--- config.mk ---
export PLATFORM = sky130hd
export DESIGN_NAME = spm_cmd_window
export DESIGN_NICKNAME = d
export VERILOG_FILES = /design/src/rtl/spm_win_pkg.sv /design/src/rtl/spm_arm_window.sv /design/src/rtl/spm_lock_bank.sv /design/src/rtl/spm_readback.sv /design/src/rtl/spm_cmd_window.sv
export SDC_FILE = /design/constraint.sdc
export NUM_CORES = 1
export LEC_CHECK = 0
export CORE_MARGIN = 3
export CORE_UTILIZATION = 35
export CTS_CLUSTER_DIAMETER = 200
export DETAILED_ROUTE_END_ITERATION = 8
export GPL_TIMING_DRIVEN = 0
export PLACE_DENSITY_LB_ADDON = 0.12
export SLEW_MARGIN = 30
export SYNTH_ARGS = -nofsm -noshare
export SYNTH_HDL_FRONTEND = slang
export SYNTH_HIERARCHICAL = 1
export SYNTH_SLANG_ARGS = --single-unit
--- constraint.sdc ---
create_clock -name clk -period 3.1 [get_ports clk]
set_input_delay 0.62 -clock clk [delete_from_list [all_inputs] [get_ports clk]]
set_output_delay 0.62 -clock clk [all_outputs]
set_load 0.01 [all_outputs]
--- src/rtl/spm_win_pkg.sv ---
package spm_win_pkg;

  localparam int unsigned BYTE_W = 8;
  localparam int unsigned BLB_W  = 4;
  localparam int unsigned LB_W   = 2;

  typedef logic [BYTE_W-1:0] byte_t;

  // Code that arms the lock command; bit 7 is ignored.
  localparam logic [6:0] LOCK_CMD_CODE = 7'b0001001;

  function automatic logic is_lock_cmd(input byte_t v);
    return v[6:0] == LOCK_CMD_CODE;
  endfunction

  // Programming only clears bits: zero in r0[5:2] programs.
  function automatic logic [BLB_W-1:0] burn_lock(input logic [BLB_W-1:0] cur,
                                                 input byte_t r0);
    return cur & r0[5:2];
  endfunction

  function automatic byte_t pack_lock(input logic [BLB_W-1:0] blc,
                                      input logic [LB_W-1:0]  lb);
    return {2'b11, blc, lb};
  endfunction

  function automatic byte_t pick_read(input logic  cmd_rd,
                                      input logic  z_is_one,
                                      input logic  z_is_zero,
                                      input byte_t lock_v,
                                      input byte_t fuse_v,
                                      input byte_t pm_v);
    if (!cmd_rd)        return pm_v;
    else if (z_is_one)  return lock_v;
    else if (z_is_zero) return fuse_v;
    else                return 8'hFF;
  endfunction

endpackage

--- src/rtl/spm_arm_window.sv ---
module spm_arm_window
  import spm_win_pkg::*;
#(
  parameter int unsigned STORE_WIN = 4,
  parameter int unsigned LOAD_WIN  = 3
) (
  input  logic  clk,
  input  logic  rst_n,
  input  logic  ctl_we,
  input  byte_t ctl_wdata,
  input  logic  store_stb,
  input  logic  load_stb,
  input  logic  ee_busy,
  output logic  armed,
  output logic  ld_open,
  output logic  st_ok,
  output logic  ld_ok
);

  localparam int unsigned CNT_W = $clog2(STORE_WIN + 1);
  localparam logic [CNT_W-1:0] LAST = CNT_W'(STORE_WIN - 1);

  logic [CNT_W-1:0] cnt;
  logic             st_open;
  logic             at_last;

  assign st_open = armed && (32'(cnt) < STORE_WIN);
  assign ld_open = armed && (32'(cnt) < LOAD_WIN);
  assign at_last = (cnt == LAST);

  assign st_ok = store_stb && st_open && !ee_busy && !ctl_we;
  assign ld_ok = load_stb  && ld_open && !ee_busy && !ctl_we;

  always_ff @(posedge clk) begin
    if (!rst_n) begin
      armed <= 1'b0;
      cnt   <= '0;
    end else if (ctl_we) begin
      armed <= is_lock_cmd(ctl_wdata);
      cnt   <= '0;
    end else if (armed) begin
      if (st_ok || ld_ok || at_last) begin
        armed <= 1'b0;
        cnt   <= '0;
      end else begin
        cnt <= cnt + 1'b1;
      end
    end
  end

  // count never leaves the store window while armed
  a_r3_cnt_bound: assert property (@(posedge clk) disable iff (!rst_n)
    armed |-> (32'(cnt) < STORE_WIN));

  // window closes on its last cycle
  a_r7_expire: assert property (@(posedge clk) disable iff (!rst_n)
    (armed && at_last && !ctl_we) |=> !armed);

  // accepted command ends the window
  a_r7_consume: assert property (@(posedge clk) disable iff (!rst_n)
    (st_ok || ld_ok) |=> !armed);

  // idle stays idle without a write
  a_r2_idle: assert property (@(posedge clk) disable iff (!rst_n)
    (!armed && !ctl_we) |=> !armed);

  // valid write restarts the count
  a_r10_rearm: assert property (@(posedge clk) disable iff (!rst_n)
    (ctl_we && is_lock_cmd(ctl_wdata)) |=> (armed && cnt == '0));

endmodule

--- src/rtl/spm_lock_bank.sv ---
module spm_lock_bank
  import spm_win_pkg::*;
(
  input  logic             clk,
  input  logic             rst_n,
  input  logic [LB_W-1:0]  hw_lock,
  input  logic             st_ok,
  input  byte_t            r0_data,
  output logic [BLB_W-1:0] boot_lock,
  output byte_t            lock_byte
);

  logic [LB_W-1:0] lb_q;

  always_ff @(posedge clk) begin
    if (!rst_n) begin
      boot_lock <= '1;
      lb_q      <= hw_lock;
    end else if (st_ok) begin
      boot_lock <= burn_lock(boot_lock, r0_data);
    end
  end

  assign lock_byte = pack_lock(boot_lock, lb_q);

  // no boot lock bit ever returns to 1
  a_r4_monotone: assert property (@(posedge clk) disable iff (!rst_n)
    (boot_lock & ~$past(boot_lock)) == '0);

  // general lock bits stay put outside reset
  a_r11_lb_fixed: assert property (@(posedge clk) disable iff (!rst_n)
    $past(rst_n) |-> $stable(lb_q));

endmodule

--- src/rtl/spm_readback.sv ---
module spm_readback
  import spm_win_pkg::*;
#(
  parameter int unsigned Z_W = 16
) (
  input  logic           clk,
  input  logic           rst_n,
  input  logic           load_stb,
  input  logic           ld_ok,
  input  logic [Z_W-1:0] zptr,
  input  byte_t          lock_byte,
  input  byte_t          fuse_low,
  input  byte_t          pm_data,
  output byte_t          rd_data
);

  logic  z_one;
  logic  z_zero;
  byte_t rd_next;

  assign z_one   = (zptr == Z_W'(1));
  assign z_zero  = (zptr == '0);
  assign rd_next = pick_read(ld_ok, z_one, z_zero, lock_byte, fuse_low, pm_data);

  always_ff @(posedge clk) begin
    if (!rst_n)        rd_data <= '0;
    else if (load_stb) rd_data <= rd_next;
  end

  // plain load passes program-memory data
  a_r9_passthru: assert property (@(posedge clk) disable iff (!rst_n)
    (load_stb && !ld_ok) |=> (rd_data == $past(pm_data)));

  // no strobe keeps the result register
  a_r6_hold: assert property (@(posedge clk) disable iff (!rst_n)
    (!load_stb && $past(rst_n)) |=> $stable(rd_data));

endmodule

--- src/rtl/spm_cmd_window.sv ---
module spm_cmd_window
  import spm_win_pkg::*;
#(
  parameter int unsigned STORE_WIN = 4,
  parameter int unsigned LOAD_WIN  = 3,
  parameter int unsigned Z_W       = 16
) (
  input  logic             clk,
  input  logic             rst_n,
  input  logic             ctl_we,
  input  logic [7:0]       ctl_wdata,
  input  logic             store_stb,
  input  logic             load_stb,
  input  logic [Z_W-1:0]   zptr,
  input  logic [7:0]       r0_data,
  input  logic             ee_busy,
  input  logic [7:0]       fuse_low,
  input  logic [1:0]       hw_lock,
  input  logic [7:0]       pm_data,
  output logic [3:0]       boot_lock,
  output logic [7:0]       lock_byte,
  output logic [7:0]       rd_data,
  output logic             ld_override
);

  logic armed;
  logic ld_open;
  logic st_ok;
  logic ld_ok;

  spm_arm_window #(
    .STORE_WIN (STORE_WIN),
    .LOAD_WIN  (LOAD_WIN)
  ) u_win (
    .clk       (clk),
    .rst_n     (rst_n),
    .ctl_we    (ctl_we),
    .ctl_wdata (ctl_wdata),
    .store_stb (store_stb),
    .load_stb  (load_stb),
    .ee_busy   (ee_busy),
    .armed     (armed),
    .ld_open   (ld_open),
    .st_ok     (st_ok),
    .ld_ok     (ld_ok)
  );

  spm_lock_bank u_lock (
    .clk       (clk),
    .rst_n     (rst_n),
    .hw_lock   (hw_lock),
    .st_ok     (st_ok),
    .r0_data   (r0_data),
    .boot_lock (boot_lock),
    .lock_byte (lock_byte)
  );

  spm_readback #(.Z_W(Z_W)) u_rd (
    .clk       (clk),
    .rst_n     (rst_n),
    .load_stb  (load_stb),
    .ld_ok     (ld_ok),
    .zptr      (zptr),
    .lock_byte (lock_byte),
    .fuse_low  (fuse_low),
    .pm_data   (pm_data),
    .rd_data   (rd_data)
  );

  assign ld_override = ld_open && !ee_busy;

  // EEPROM write blocks lock programming
  a_r8_busy_hold: assert property (@(posedge clk) disable iff (!rst_n)
    ee_busy |=> $stable(boot_lock));

  // override only inside an armed window
  a_r5_override_armed: assert property (@(posedge clk) disable iff (!rst_n)
    ld_override |-> armed);

  // a strobe beside a write changes no lock bit
  a_r12_write_wins: assert property (@(posedge clk) disable iff (!rst_n)
    ctl_we |=> $stable(boot_lock));

endmodule

==> results.sh, run 1 <==
export IMPL_place_area_sq_um=1690
export IMPL_cp_max_fo=8
export IMPL_r2r_end="u_rd/rd_data[1]"
export IMPL_vdd_drop_max_mv=0.221
export IMPL_drt_pass1_iterations=4
export IMPL_grt_ovfl_total=0
export IMPL_grtUsageTotal_pct=17.3
export IMPL_h_tree_depth=1
export IMPL_slew_headroom_pct=60.0
export IMPL_synth_area_sq_um=970
export IMPL_cts_resized=0
export IMPL_r2r_start="u_win/armed"
export IMPL_synth_top_area_cell="dfxtp_1"
export IMPL_n_fill_cell=204
export IMPL_die_x_um=58.6
export IMPL_pin_count=77
export IMPL_core_area_sq_um=2540
export IMPL_maxCapViolCount=0
export IMPL_grt_pass1_wl_um=4590
export IMPL_final_antenna_net_count=0
export IMPL_rsz0062_at_grt="no"
export IMPL_post_cts_buffers=0
export IMPL_yosysWarnings=6
export IMPL_path_cells="clkdlybuf4s50_1 > nor2_1 > and4_4 > or4b_1 > nor4_4 > a31oi_1"
export IMPL_setup_ws_ns=0.701
export IMPL_cp_slowest_stage_delay_ns=0.48
export IMPL_finalHoldViolations=0
export IMPL_synthCells=93
export IMPL_holdWs_ns=0.490
export IMPL_dieArea_sq_um=3440
export IMPL_ff2ff_path_depth=5
export IMPL_slew_violations=0
export IMPL_worst_pin_slew_ns=0.600
export IMPL_clock_fmax_ghz=0.417
export IMPL_grt_pass1_vias=1051
export IMPL_drive_above_1_share_pct=12.7
export IMPL_power_density_nw_per_um2=298
export IMPL_grt_max_degree=11
export IMPL_hpwl_um=2400
export IMPL_endpoint_kind="register"
export IMPL_yosysSeqAreaShare_pct=39.2
export IMPL_finalNetCount=225
export IMPL_routed_via_count=1024
export IMPL_dp_slack_ns=0.392
export IMPL_diodes=0
export IMPL_finalInstanceArea_sq_um=1730
export IMPL_r2r_slack_ns=1.12
export IMPL_gp_congestion=0.772
export IMPL_worstSetupEndpoint="u_rd/rd_data[1]"
export IMPL_ys_async_sr_fraction_pct=0
export IMPL_cp_slowest_cell="or4b_1"
export IMPL_start_util_pct=38.1
export IMPL_cts_clk_slew_worst_paths_ns=0.10
export IMPL_clock_skew_ns=0.00733
export IMPL_vias_per_cell=5.22
export IMPL_cp_required_ns=3.25
export IMPL_clk_path_buf_depth=2
export IMPL_synth_area_leaders="dfxtp_1 33%, mux2i_1 8.3%, o221ai_1 7.2%, edfxtp_1 6.2%, a31oi_1 5.2%"
export IMPL_hold_path_class="register to register"
export IMPL_area_growth_pct=78.2
export IMPL_final_common_cell="clkdlybuf4s50_1"
export IMPL_cts_root_buffer="clkbuf_4"
export IMPL_worstSetupStartpoint="ee_busy"
export IMPL_die_y_um=58.6
export IMPL_mostFrequentLayoutCells="68 x clkdlybuf4s50_1, 16 x dfxtp_1, 8 x mux2i_1, 8 x o221ai_1, 8 x a31oi_1"
export IMPL_status="finished clean"
export IMPL_initialDrtViolationCount=18
export IMPL_ys_types=30
export IMPL_p_leak_nw=0.652
export IMPL_clock_latency_ns=0.29
export IMPL_setup_viol=0
export IMPL_portBuffers=68
export IMPL_antenna_found_initial=0
export IMPL_cts_sinks=18
export IMPL_postCtsHoldBufs=0
export IMPL_ys_flop_type="dfxtp_1"
export IMPL_place_inst=192
export IMPL_arrival_ns=2.55
export IMPL_numCtsBuffers=3
export IMPL_cts_tree="yes"
export IMPL_yosys_register_bits=18
export IMPL_synth_top_cell_area_share_pct=33.0
export IMPL_period_share_pct=77.4
export IMPL_wl_per_cell_um=14.9
export IMPL_synth_edf_count=2
export IMPL_syn_avg_cell_area_sq_um=10.4
export IMPL_final_cells=196
export IMPL_final_core_util_pct=67.9
export IMPL_worstSetupPathType="primary input to register"
export IMPL_rows=18
export IMPL_period_minus_slack_ns=2.40
export IMPL_drc=0
export IMPL_routed_wirelength_um=2910
export IMPL_totalPowerFinal_mw=0.515
export IMPL_critPathLaunchType="primary input"
export IMPL_finalSetupTns_ns=0
[kinds of logic (layout without fill, tap and decap cells)]
logic type,Yosys count,count (layout),synth area share [%]
DFF,18,18,39.2
buffers and inverters,13,85,7.35
muxes,8,8,8.26
adders and majority gates,2,2,2.58
AOI/OAI and AO/OA,24,24,19.9
other,1,2,0.387
and+or+nand+nor,27,27,22.3
[metal layers]
metal / global-route usage [%] / part of all wire (%) / vias up
met3: 6.80 / 12 / 2
met5: 0 / 0 / -
li1: - / - / 496
met4: 3.88 / 0.55 / 0
met2: 28.9 / 48 / 57
met1: 21.1 / 39 / 469
[state kept, by name (all words and copies together), names as in the netlist]
register          flops
u_rd/rd_data          8
u_lock/boot_lock      4
u_win/cnt             3
u_lock/lb_q           2
u_win/armed           1
[power breakdown]
part | leakage, nW | internal (mW) | switching [mW] | total, mW
registers | 0.151 | 0.245 | 0.00498 | 0.250
logic | 0.480 | 0.0843 | 0.0379 | 0.122
clock network | 0.0210 | 0.0714 | 0.0710 | 0.142
[Yosys cell counts, types with 2 or more instances]
master	number
clkbuf_1	3
edfxtp_1	2
or4b_1	2
o21ai_2	3
inv_1	3
a21o_1	4
ha_1	2
nor2b_4	2
buf_4	6
nand2b_1	6
nor2_1	2
o221ai_1	8
nand2_1	4
mux2i_1	8
dfxtp_1	16
a31oi_1	8
[worst min-delay path by stage]
stage	from	end	cells after the start
global placement	u_lock/boot_lock[3]	u_lock/boot_lock[3]	1
detailed placement	u_lock/boot_lock[2]	u_lock/boot_lock[2]	1
global route	u_lock/boot_lock[1]	u_lock/boot_lock[1]	1
floorplan	u_win/cnt[1]	u_win/cnt[1]	2
CTS	u_lock/boot_lock[2]	u_lock/boot_lock[2]	1
finish	u_lock/boot_lock[2]	u_lock/boot_lock[2]	1
[final cells by class]
class | instances | area (sq um) | area share, %
Clock buffer | 4 | 36.3 | 2.10
Multi-Input combinational cell | 63 | 522 | 30.2
Sequential cell | 18 | 380 | 22.0
Timing Repair Buffer | 68 | 681 | 39.4
Buffer | 10 | 60.1 | 3.48
Tap cell | 30 | 37.5 | 2.17
Inverter | 3 | 11.3 | 0.652
[worst max-delay path, delay by kind of cell]
| family | cells | cell delay [ns] |
|---|---|---|
| AOI/OAI and AO/OA | 1 | 0.16 |
| and+or+nand+nor | 4 | 1.29 |
| buffers and inverters | 1 | 0.46 |
(Power assumes the default switching activity.)
==> run 2: changes to the inputs <==
CORE_UTILIZATION = 29   (was 35)
clock period = 2.16 ns   (was 3.1 ns; I/O delays follow)
==> run 2 against run 1 <==
Effect of this change: via count shrank 2.9%; cell area grew 2.0%; count of clock-buffer cells in the layout is the same; critical endpoint is now u_rd/rd_data[2]; clock power grew 20%; final cell count grew 8.2%; combinational power grew 45%; sequential share of layout area shrank 0.44 points; global-route usage shrank 2.1 points; largest power group unchanged.
==> results.sh, run 2 (same netlist as run 1, synthesis figures left out) <==
export IMPL_final_antenna_net_count=0
export IMPL_endpoint_kind="register"
export IMPL_rsz0062_at_grt="no"
export IMPL_grt_max_degree=11
export IMPL_diodes=0
export IMPL_p_leak_nw=0.668
export IMPL_cts_tree="yes"
export IMPL_grt_ovfl_total=0
export IMPL_clk_path_buf_depth=2
export IMPL_core_area_sq_um=3130
export IMPL_finalSetupTns_ns=0
export IMPL_final_common_cell="clkdlybuf4s50_1"
export IMPL_max_flop_register="u_rd/rd_data"
export IMPL_setup_viol=0
export IMPL_cts_sinks=18
export IMPL_status="finished clean"
export IMPL_cp_max_fo=8
export IMPL_grtUsageTotal_pct=15.2
export IMPL_wl_per_cell_um=14.2
export IMPL_die_y_um=63.8
export IMPL_grt_pass1_wl_um=4960
export IMPL_routed_via_count=994
export IMPL_cts_clk_slew_worst_paths_ns=0.10
export IMPL_maxCapViolCount=0
export IMPL_cts_root_buffer="clkbuf_4"
export IMPL_slew_violations=0
export IMPL_vias_per_cell=4.69
export IMPL_period_share_pct=95.4
export IMPL_largest_register_ffs=8
export IMPL_hold_path_class="register to register"
export IMPL_portBuffers=68
export IMPL_cp_required_ns=2.32
export IMPL_use_met3_pct=6.33
export IMPL_drive_above_1_share_pct=14.3
export IMPL_drc=0
export IMPL_antenna_found_initial=0
export IMPL_dieArea_sq_um=4070
export IMPL_initialDrtViolationCount=22
export IMPL_numCtsBuffers=3
export IMPL_holdWs_ns=0.486
export IMPL_hpwl_um=2510
export IMPL_period_minus_slack_ns=2.06
export IMPL_h_tree_depth=1
export IMPL_start_util_pct=31.0
export IMPL_grt_pass1_vias=1079
export IMPL_postCtsHoldBufs=0
export IMPL_gp_congestion=0.675
export IMPL_area_growth_pct=81.8
export IMPL_finalNetCount=227
export IMPL_die_x_um=63.8
export IMPL_power_density_nw_per_um2=401
export IMPL_clock_latency_ns=0.29
export IMPL_slew_headroom_pct=58.2
export IMPL_totalPowerFinal_mw=0.706
export IMPL_worst_pin_slew_ns=0.627
export IMPL_drt_pass1_iterations=4
export IMPL_finalHoldViolations=0
export IMPL_critPathLaunchType="primary input"
export IMPL_arrival_ns=2.22
export IMPL_clock_fmax_ghz=0.485
export IMPL_vdd_drop_max_mv=0.332
export IMPL_pin_count=77
export IMPL_rows=20
export IMPL_worstSetupPathType="primary input to register"
export IMPL_grt_busiest_layer="met2"
export IMPL_met2_usage_pct=26.2
export IMPL_grtUsageMet1_pct=17.5
export IMPL_clock_skew_ns=0.00825
export IMPL_top_regs="u_rd/rd_data: 8 flops, u_lock/boot_lock: 4 flops, u_win/cnt: 3 flops"
export IMPL_mostFrequentLayoutCells="67 x clkdlybuf4s50_1, 16 x dfxtp_1, 8 x mux2i_1, 8 x o221ai_1, 8 x a31oi_1"
export IMPL_routed_wirelength_um=3020
## run 2: cell types whose count changed in the layout (fill, tap and decap cells not counted)
cell             before  now
or4b_4                0    1
buf_6                 0    1
nor2_1                2    1
clkbuf_8              1    0
or4b_1                2    1
nor2_2                0    1
clkbuf_1              3    4
dlymetal6s2s_1        0    1
buf_4                 6    7
clkdlybuf4s50_1      68   67
## run 2: repair_timing
| item | in CTS | in global routing |
|---|---|---|
| gates resized for setup | 0 | 4 |
| endpoints found under the setup margin | 8 | 8 |
| pin swaps | 1 | 1 |
| setup buffers | 1 | 1 |
## run 2: final timing paths
path,cells after the start,start,slack [ns],endpoint
worst max-delay path,7,ee_busy,0.1,u_rd/rd_data[2]
worst max register to register,6,u_win/armed,0.30,u_rd/rd_data[2]
worst min register to register,2,u_win/cnt[1],0.49,u_win/cnt[1]
worst min-delay path,2,u_win/cnt[1],0.49,u_win/cnt[1]
## run 2: final cells by class
type | count | area, sq um
Tap cell | 44 | 55.1
Inverter | 3 | 11.3
Clock buffer | 4 | 26.3
Buffer | 10 | 60.1
Fill cell | 301 | 1370
Sequential cell | 18 | 380
Timing Repair Buffer | 70 | 702
Multi-Input combinational cell | 63 | 528
## run 2: per-layer routing
metal  wire (um)  vias to the layer above  part of all wire [%]
met2        1480                       45                    49
met3         337                        2                    11
met1        1180                      452                    39
li1            -                      495                     -
met5           0                        -                     0
met4          20                        0                  0.66
## run 2: metrics by stage
step	utilization, %	setup slack [ns]	instances	instance area [sq um]
2_1_floorplan	-	0.369	94	973
3_3_place_gp	54.6	-0.302	206	1710
3_5_place_dp	54.6	-0.367	206	1710
4_1_cts	55.7	0.00253	211	1740
5_1_grt	56.4	0.0278	212	1760
6_report	56.4	0.0999	212	1760
## run 2: report_power, final
group	switching, mW	total (mW)	internal, mW
clock	0.0990	0.171	0.0717
combinational	0.0552	0.177	0.122
sequential	0.00676	0.358	0.351
total	0.161	0.706	0.545
## run 2: critical path, cell delays in order
cell,delay [ns]
clkdlybuf4s50_1,0.47
nor2_2,0.12
and4_4,0.24
or4b_4,0.48
nor4_4,0.23
buf_6,0.16
a31oi_1,0.08
==> run 3: changes to the inputs <==
SETUP_SLACK_MARGIN = 0.15   (was unset)
==> run 3 against run 2 <==
Effect of this change: clock skew decreased by 0.0048 ns; setup slack improved by 0.19 ns; fmax increased by 10%; register-to-register slack improved by 0.02 ns; sequential power about the same; via count increased by 0.91%; worst hold slack about the same; critical endpoint unchanged.
==> results.sh, run 3 (same netlist as run 1, synthesis figures left out) <==
export IMPL_clock_latency_ns=0.29
export IMPL_r2r_slack_ns=0.32
export IMPL_diodes=0
export IMPL_grtUsageTotal_pct=15.2
export IMPL_gp_congestion=0.675
export IMPL_antenna_found_initial=0
export IMPL_finalInstanceArea_sq_um=1760
export IMPL_cts_sinks=18
export IMPL_arrival_ns=2.04
export IMPL_drc=0
export IMPL_core_area_sq_um=3130
export IMPL_numCtsBuffers=3
export IMPL_holdCritStartpoint="u_win/cnt[1]"
export IMPL_drt_pass1_iterations=4
export IMPL_power_density_nw_per_um2=403
export IMPL_hold_path_class="register to register"
export IMPL_final_common_cell="clkdlybuf4s50_1"
export IMPL_place_area_sq_um=1710
export IMPL_dieArea_sq_um=4070
export IMPL_endpoint_kind="register"
export IMPL_finalHoldViolations=0
export IMPL_slew_violations=0
export IMPL_pin_count=77
export IMPL_start_util_pct=31.0
export IMPL_holdWs_ns=0.486
export IMPL_grt_pass1_vias=1087
export IMPL_whs_endpoint="u_win/cnt[1]"
export IMPL_critPathLaunchType="primary input"
export IMPL_vdd_drop_max_mv=0.335
export IMPL_netSwitchingFraction_pct=23.3
export IMPL_seqPwrFrac_pct=50.5
export IMPL_routed_wirelength_um=3030
export IMPL_routed_via_count=1003
export IMPL_cpLargestDelayFamily="simple AND/OR/NAND/NOR gates"
export IMPL_ff2ff_path_depth=6
export IMPL_mostFrequentLayoutCells="64 x clkdlybuf4s50_1, 15 x dfxtp_1, 8 x mux2i_1, 8 x o221ai_1, 8 x a31oi_1"
export IMPL_postCtsHoldBufs=0
export IMPL_initialDrtViolationCount=21
export IMPL_clock_skew_ns=0.00348
export IMPL_clock_fmax_ghz=0.535
export IMPL_max_flop_register="u_rd/rd_data"
export IMPL_combinationalPowerShare_pct=24.8
export IMPL_drive_above_1_share_pct=14.9
export IMPL_r2r_start="u_win/armed"
export IMPL_final_core_util_pct=56.3
export IMPL_p_clk_share_pct=24.7
export IMPL_area_growth_pct=81.5
export IMPL_rows=20
export IMPL_period_share_pct=86.6
export IMPL_grt_ovfl_total=0
export IMPL_period_minus_slack_ns=1.87
export IMPL_grt_max_degree=11
export IMPL_slew_headroom_pct=58.4
export IMPL_worstSetupPathType="primary input to register"
export IMPL_die_y_um=63.8
export IMPL_final_cells=212
export IMPL_power_switching_mw=0.165
export IMPL_hold_depth=2
export IMPL_portBuffers=68
export IMPL_cts_root_buffer="clkbuf_4"
export IMPL_setup_viol=0
export IMPL_place_inst=206
export IMPL_die_x_um=63.8
export IMPL_cts_tree="yes"
export IMPL_path_cells="dlygate4sd2_1 > nor2_2 > and4_4 > or4b_4 > nor4_4 > buf_6 > a31oi_1"
export IMPL_wl_per_cell_um=14.3
export IMPL_status="finished clean"
export IMPL_maxCapViolCount=0
export IMPL_h_tree_depth=1
export IMPL_grt_pass1_wl_um=4970
export IMPL_final_antenna_net_count=0
export IMPL_cp_slowest_stage_delay_ns=0.48
export IMPL_cp_slowest_cell="or4b_4"
export IMPL_cts_clk_slew_worst_paths_ns=0.10
export IMPL_cp_required_ns=2.33
export IMPL_rsz0062_at_grt="no"
export IMPL_worst_pin_slew_ns=0.623
export IMPL_vias_per_cell=4.73
export IMPL_intPower_mw=0.544
export IMPL_r2r_end="u_rd/rd_data[2]"
export IMPL_hpwl_um=2510
export IMPL_top_regs="u_rd/rd_data: 8 flops, u_lock/boot_lock: 4 flops, u_win/cnt: 3 flops"
export IMPL_largest_register_ffs=8
export IMPL_cp_max_fo=8
export IMPL_p_leak_nw=0.676
export IMPL_critical_path_buf_inv_count=2
export IMPL_finalNetCount=227
export IMPL_clk_path_buf_depth=2
[run 3: worst max path at each step]
stage | cells after the start | startpoint | endpoint
3_5_place_dp | 6 | ee_busy | u_rd/rd_data[4]
6_report | 7 | ctl_we | u_rd/rd_data[2]
2_1_floorplan | 5 | ee_busy | u_rd/rd_data[1]
5_1_grt | 7 | ctl_we | u_rd/rd_data[7]
3_3_place_gp | 6 | ee_busy | u_rd/rd_data[1]
4_1_cts | 6 | load_stb | u_rd/rd_data[4]
[run 3: stage by stage]
step	total power, mW	setup TNS [ns]	worst slack, ns
2_1_floorplan	0.414	0	0.369
3_3_place_gp	0.538	-2.38	-0.302
3_5_place_dp	0.543	-2.84	-0.367
4_1_cts	0.716	0	0.164
5_1_grt	0.752	0	0.206
6_report	0.709	0	0.289
[run 3: area by class of cell]
type	instances	area, sq um
plain buffers	10	60.1
repair buffers	70	698
multi-input cells	63	528
clock buffers	4	26.3
flip-flops and latches	18	382
well taps	44	55.1
inverters	3	11.3
fillers	305	1370
[run 3: what timing repair did]
| action | CTS | global route |
|---|---|---|
| resized for setup | 6 | 2 |
| pin swaps | 2 | 1 |
| endpoints found under the hold margin | 0 | 0 |
| setup buffers | 2 | 0 |
| endpoints found under the setup margin | 9 | 8 |
| gates cloned | 0 | 0 |
[run 3: worst register-to-register path, delay by kind of cell, from the launching register on]
family | cells | cell delay, ns
AO/OA/AOI/OAI | 1 | 0.08
buffers and inverters | 1 | 0.17
AND/OR/NAND/NOR | 4 | 1.12
flip-flops | 1 | 0.35
[run 3: layer usage]
layer  share of wire, %  vias up  global-route usage [%]
met5                  0        -                       0
met4               0.66        0                    3.23
met3                 12        2                    6.33
met2                 49       50                    26.5
met1                 39      456                    17.3
li1                   -      495                       -
[run 3: power by group through the flow]
stage	Combinational, mW	Clock, mW	Sequential (mW)
after floorplan	0.0421	0	0.372
after global placement	0.173	0	0.365
after detailed placement	0.177	0	0.366
after CTS	0.178	0.180	0.358
after global routing	0.188	0.204	0.361
final	0.176	0.175	0.358
